===== config.mk =====
export PLATFORM = sky130hd
export DESIGN_NAME = lock_guard_top
export DESIGN_NICKNAME = d
export VERILOG_FILES = /design/src/rtl/lockGuardPkg.sv /design/src/rtl/lock_guard_ctrl.sv /design/src/rtl/lock_guard_regfile.sv /design/src/rtl/lock_guard_top.sv
export SDC_FILE = /design/constraint.sdc
export NUM_CORES = 1
export LEC_CHECK = 0
export BUFFER_PORTS_ARGS = -buffer_cell sky130_fd_sc_hd__buf_2
export CAP_MARGIN = 20
export CELL_PAD_IN_SITES_DETAIL_PLACEMENT = 0
export CELL_PAD_IN_SITES_GLOBAL_PLACEMENT = 2
export CORE_ASPECT_RATIO = 0.8
export CORE_MARGIN = 2
export CORE_UTILIZATION = 46
export DETAILED_ROUTE_END_ITERATION = 8
export PLACE_DENSITY_LB_ADDON = 0.1
export SETUP_SLACK_MARGIN = 0.1
export SLEW_MARGIN = 10
export SYNTH_ARGS = -nofsm -noshare
export SYNTH_HDL_FRONTEND = slang
export SYNTH_SLANG_ARGS = --single-unit

===== constraint.sdc =====
create_clock -name clk -period 5.8 [get_ports clk]
set_clock_uncertainty 0.15 [all_clocks]
set_input_delay 0 -clock clk [delete_from_list [all_inputs] [get_ports clk]]
set_output_delay 0 -clock clk [all_outputs]
set_load 0.05 [all_outputs]

===== src/rtl/lockGuardPkg.sv =====
package lockGuardPkg;
  localparam int DATA_W = 16;
  localparam int ADDR_W = 8;

  typedef struct packed {
    logic              wrEn;
    logic [ADDR_W-1:0] wrAddr;
    logic [DATA_W-1:0] wrData;
  } wrStrobeT;

  function automatic logic [DATA_W-1:0] defaultValue(input int idx);
    return DATA_W'(32'h1000 + 32'h0111 * idx);
  endfunction
endpackage


===== src/rtl/lock_guard_ctrl.sv =====
module lock_guard_ctrl
  import lockGuardPkg::*;
#(
  parameter int                  NUM_REGS   = 8,
  parameter logic [NUM_REGS-1:0] LOCK_MASK  = 8'hFC,
  parameter logic [ADDR_W-1:0]   LOCK_ADDR  = 8'hC4,
  parameter logic [DATA_W-1:0]   LOCK_KEY   = 16'h5CA6,
  parameter logic [DATA_W-1:0]   UNLOCK_KEY = 16'hEB19
) (
  input  logic              clk,
  input  logic              rstN,
  input  logic              ptrValid,
  input  logic [ADDR_W-1:0] ptrByte,
  input  logic              dataValid,
  input  logic [7:0]        dataByte,
  input  logic              xferEnd,
  output logic              byteAck,
  output logic              locked,
  output wrStrobeT          strobe
);
  localparam int BYTE_W = 8;

  logic [ADDR_W-1:0] ptr;
  logic              lowPhase;
  logic [BYTE_W-1:0] hold;
  logic              guard;
  logic              accept;
  logic              setLock;
  logic              clrLock;

  function automatic logic lockableAt(input logic [ADDR_W-1:0] a);
    logic hit;
    hit = 1'b0;
    for (int i = 0; i < NUM_REGS; i++)
      if (a == ADDR_W'(i) && LOCK_MASK[i]) hit = 1'b1;
    return hit;
  endfunction

  always_comb begin
    guard   = locked && lockableAt(ptr);
    accept  = dataValid && !ptrValid && !guard;
    byteAck = ptrValid || accept;
    strobe.wrEn   = accept && lowPhase;
    strobe.wrAddr = ptr;
    strobe.wrData = {hold, dataByte};
    setLock = strobe.wrEn && ptr == LOCK_ADDR && strobe.wrData == LOCK_KEY;
    clrLock = strobe.wrEn && ptr == LOCK_ADDR && strobe.wrData == UNLOCK_KEY;
  end

  always_ff @(posedge clk or negedge rstN) begin
    if (!rstN) begin
      locked   <= 1'b1;
      ptr      <= '0;
      lowPhase <= 1'b0;
      hold     <= '0;
    end else begin
      if (ptrValid) begin
        ptr      <= ptrByte;
        lowPhase <= 1'b0;
      end else if (accept) begin
        if (!lowPhase) hold <= dataByte;
        lowPhase <= !lowPhase;
      end else if (xferEnd) begin
        lowPhase <= 1'b0;
      end
      if (setLock)      locked <= 1'b1;
      else if (clrLock) locked <= 1'b0;
    end
  end

  // no commit reaches a protected register while locked
  a_r5_no_locked_commit: assert property (@(posedge clk) disable iff (!rstN)
    strobe.wrEn |-> !(locked && lockableAt(strobe.wrAddr)));

  // pointer bytes are always acknowledged
  a_r6_ptr_acked: assert property (@(posedge clk) disable iff (!rstN)
    ptrValid |-> byteAck);

  // unlock key clears the lock on the next cycle
  a_r2_unlock: assert property (@(posedge clk) disable iff (!rstN)
    (strobe.wrEn && strobe.wrAddr == LOCK_ADDR && strobe.wrData == UNLOCK_KEY) |=> !locked);

  // lock key sets the lock on the next cycle
  a_r3_lock: assert property (@(posedge clk) disable iff (!rstN)
    (strobe.wrEn && strobe.wrAddr == LOCK_ADDR && strobe.wrData == LOCK_KEY) |=> locked);

  // lock state holds without a key write
  a_r4_lock_stable: assert property (@(posedge clk) disable iff (!rstN)
    !(strobe.wrEn && strobe.wrAddr == LOCK_ADDR &&
      (strobe.wrData == LOCK_KEY || strobe.wrData == UNLOCK_KEY)) |=> $stable(locked));
endmodule


===== src/rtl/lock_guard_regfile.sv =====
module lock_guard_regfile
  import lockGuardPkg::*;
#(
  parameter int                NUM_REGS  = 8,
  parameter logic [ADDR_W-1:0] LOCK_ADDR = 8'hC4
) (
  input  logic              clk,
  input  logic              rstN,
  input  wrStrobeT          strobe,
  input  logic              locked,
  input  logic [ADDR_W-1:0] rdAddr,
  output logic [DATA_W-1:0] rdData
);
  logic [DATA_W-1:0] regs [NUM_REGS];

  for (genvar g = 0; g < NUM_REGS; g++) begin : gReg
    always_ff @(posedge clk or negedge rstN) begin
      if (!rstN)
        regs[g] <= defaultValue(g);
      else if (strobe.wrEn && strobe.wrAddr == ADDR_W'(g))
        regs[g] <= strobe.wrData;
    end

    // a register changes only under a write strobe
    a_r8_hold_without_strobe: assert property (@(posedge clk) disable iff (!rstN)
      !(strobe.wrEn && strobe.wrAddr == ADDR_W'(g)) |=> $stable(regs[g]));
  end

  always_comb begin
    rdData = '0;
    if (rdAddr == LOCK_ADDR) rdData = {locked, {(DATA_W-1){1'b0}}};
    for (int i = 0; i < NUM_REGS; i++)
      if (rdAddr == ADDR_W'(i)) rdData = regs[i];
  end
endmodule


===== src/rtl/lock_guard_top.sv =====
module lock_guard_top
  import lockGuardPkg::*;
#(
  parameter int                  NUM_REGS   = 8,
  parameter logic [NUM_REGS-1:0] LOCK_MASK  = 8'hFC,
  parameter logic [ADDR_W-1:0]   LOCK_ADDR  = 8'hC4,
  parameter logic [DATA_W-1:0]   LOCK_KEY   = 16'h5CA6,
  parameter logic [DATA_W-1:0]   UNLOCK_KEY = 16'hEB19
) (
  input  logic              clk,
  input  logic              rstN,
  input  logic              ptrValid,
  input  logic [7:0]        ptrByte,
  input  logic              dataValid,
  input  logic [7:0]        dataByte,
  input  logic              xferEnd,
  output logic              byteAck,
  input  logic [7:0]        rdAddr,
  output logic [15:0]       rdData
);
  wrStrobeT strobe;
  logic     locked;

  lock_guard_ctrl #(
    .NUM_REGS(NUM_REGS), .LOCK_MASK(LOCK_MASK), .LOCK_ADDR(LOCK_ADDR),
    .LOCK_KEY(LOCK_KEY), .UNLOCK_KEY(UNLOCK_KEY)
  ) uCtrl (
    .clk(clk), .rstN(rstN), .ptrValid(ptrValid), .ptrByte(ptrByte),
    .dataValid(dataValid), .dataByte(dataByte), .xferEnd(xferEnd),
    .byteAck(byteAck), .locked(locked), .strobe(strobe)
  );

  lock_guard_regfile #(
    .NUM_REGS(NUM_REGS), .LOCK_ADDR(LOCK_ADDR)
  ) uRegs (
    .clk(clk), .rstN(rstN), .strobe(strobe), .locked(locked),
    .rdAddr(rdAddr), .rdData(rdData)
  );
endmodule


==> results.yml <==
sta:
  rsz0062_at_grt: "no"
  max-slew-margin-rel: 0.340
  post-route-period-util: 0.521
  setup_tns_ps: 0
  finalHoldViolCount: 0
  min_period_ps: 3020
  slew_violations: 0
  setup_viol: 0
  max_freq_mhz: 331
  fin_ws_ps: 2780
  hold_slack_ps: 102
  worst_pin_slew_ps: 990
die:
  die-height_um: 114
  start_util: 0.469
  die-area_um2: 16300
  ios: 46
  die_w_um: 142
  coreArea_um2: 15000
  rows: 40
job:
  cap_violations: 0
cts:
  cts_sinks: 146
  cts_buffer_depth: 2
  cts_made_buffers: 17
  path_clk_slew_ps: 60
  clk_latency_ps: 420
  cts_htree_levels: 4
  tritoncts: "done"
  clockRootBuffer: "clkbuf_16"
  ctsResizeCount: 0
setup_path:
  r2r_setup_slack_ps: 2780
  arrival_ps: 3230
  crit_slowest_cell: "or4b_2"
  critPathRequiredTime_ps: 6010
  endpoint_kind: "flip-flop"
  worstSetupStartpointType: "flip-flop"
  slowest_delay_ps: 670
  cp_common_cell: "dlygate4sd3_1"
  worstPathCellList: "or4b_2 > nor4b_1 > nand4_1 > dlygate4sd3_1 > o21ai_1 > dlygate4sd3_1"
  crit_type: "reg -> reg"
  path_max_fanout: 11
hold_path:
  hp-class: "in -> async"
place:
  io_buffers: 45
  dp.cells: 681
  place.gp.congestion: 0.778
  dp_hpwl_um: 9370
  place_ws_ps: 3210
logic_synthesis:
  synth-main-ff-cell: "dfrtp_1"
  synthTopCellsByArea: "dfrtp_1 36%, mux2_2 21%, dfstp_2 17%"
  syn_area_per_cell_um2: 14.5
  synth_cell_types: 54
  yosysWarningCount: 0
  yosysTopAreaCellShare: 0.360
  syn_nets: 513
  yosys.area.top_type: "dfrtp_1"
  async_reset_ff_frac: 1.00
  ys_ff_latch: 146
  ys_seq_area_frac: 0.529
  synth_cells: 484
  netlist_area_um2: 7020
  synth-edff-count: 0
route:
  wl_per_cell_um: 21.3
  antenna_left: 0
  drtIter0Drc: 171
  dr.pass1.iters: 4
  viasPerCell: 5.69
  vias: 4226
  totalWireLength_um: 15800
  drc: 0
finish:
  layout_common_cells: "128 x mux2_2, 101 x dfrtp_1, 45 x dfstp_2"
  drive_gt1_frac: 0.569
  fillers: 1219
  layout_commonest_cell: "mux2_2"
  postLayoutCoreUtil: 0.551
  nNetsFinal: 570
  n_antenna_cell: 0
  syn_to_final_growth_pct: 17.5
  multi_input_area_um2: 3090
  regArea_um2: 3710
  final_cells: 743
global_route:
  grt_max_degree: 104
  overflow: 0
  grt_pass1_vias: 4458
  antenna_found_initial: 0
  track_usage: 0.213
  grt_pass1_wl_um: 25600
power:
  total_leakage_power_nw: 3.82
  p_per_area_nw_per_um2: 292
  ir_drop_uv: 190
run_status:
  status: "complete, no violations"
[worst max-delay path, delay by kind of cell (launching register included)]
| kind | cells | cell delay (ps) |
|---|---|---|
| DFF | 1 | 500 |
| buffers and inverters | 2 | 1130 |
| AOI/OAI and AO/OA | 1 | 110 |
| and+or+nand+nor | 3 | 1070 |
[power by group]
part	internal (mW)	switching, mW
Combinational	0.0727	0.0764
Clock	0.733	0.421
Sequential	1.05	0.0487
Total	1.86	0.546
[area by class of cell]
cell class              count  area share
repair buffers             80      0.0695
clock inverters             8      0.0150
flip-flops and latches    146       0.450
multi-input cells         293       0.375
well taps                 189      0.0287
inverters                   3     0.00136
clock buffers              24      0.0608
[through the flow]
stage | area [um2] | total power [mW]
2_1_floorplan | 7020 | 1.19
3_3_place_gp | 7310 | 1.25
3_5_place_dp | 7320 | 1.25
4_1_cts | 8250 | 2.43
5_1_grt | 8250 | 2.49
6_report | 8250 | 2.41
[layer usage]
metal	vias up	global-route usage	share of wire	wire (um)
met2	59	0.345	0.48	7580
li1	1888	-	-	-
met4	0	0.0560	0.010	159
met1	2264	0.295	0.48	7670
met5	-	0	0	0
met3	15	0.0460	0.026	410
[worst paths after layout]
path | from | to | cells past startpoint
max | uCtrl.hold[1] | uCtrl.locked | 6
min reg2reg | uRegs.regs[3] | uRegs.regs[3] | 1
max in group asynchronous | rstN | uRegs.regs[67] | 3
max reg2reg | uCtrl.hold[1] | uCtrl.locked | 6
min in group clk | dataValid | uCtrl.hold[6] | 4
min | rstN | uCtrl.ptr[3] | 2
[synthesized netlist by cell type, drive strengths merged (3+ instances only)]
library cell	n
a22oi	4
nand4	6
nor4	3
nor2b	3
mux2i	6
buf	20
mux4	24
nand2b	4
clkbuf	22
a21oi	15
nand3	4
mux2	149
o21ai	11
inv	3
dfstp	45
dfrtp	101
nor4b	3
nor2	11
nand2	26
[state kept, by name (all words and copies together), names as in the netlist]
signal	count
uCtrl.ptr	8
uCtrl.hold	8
uRegs.regs	128
uCtrl.locked	1
uCtrl.lowPhase	1
[logic make-up after synthesis]
group / after synthesis / synth area share
mux: 179 / 0.335
flops: 146 / 0.529
simple gates: 78 / 0.0736
compound gates: 36 / 0.0319
buf+inv: 45 / 0.0307
[repair_timing]
item                       CTS  global route
hold endpoints to repair   148             0
setup endpoints to repair    0             0
buffers inserted             0             0
hold buffers                30             0
Note: power is estimated with default switching activity, not from simulation.
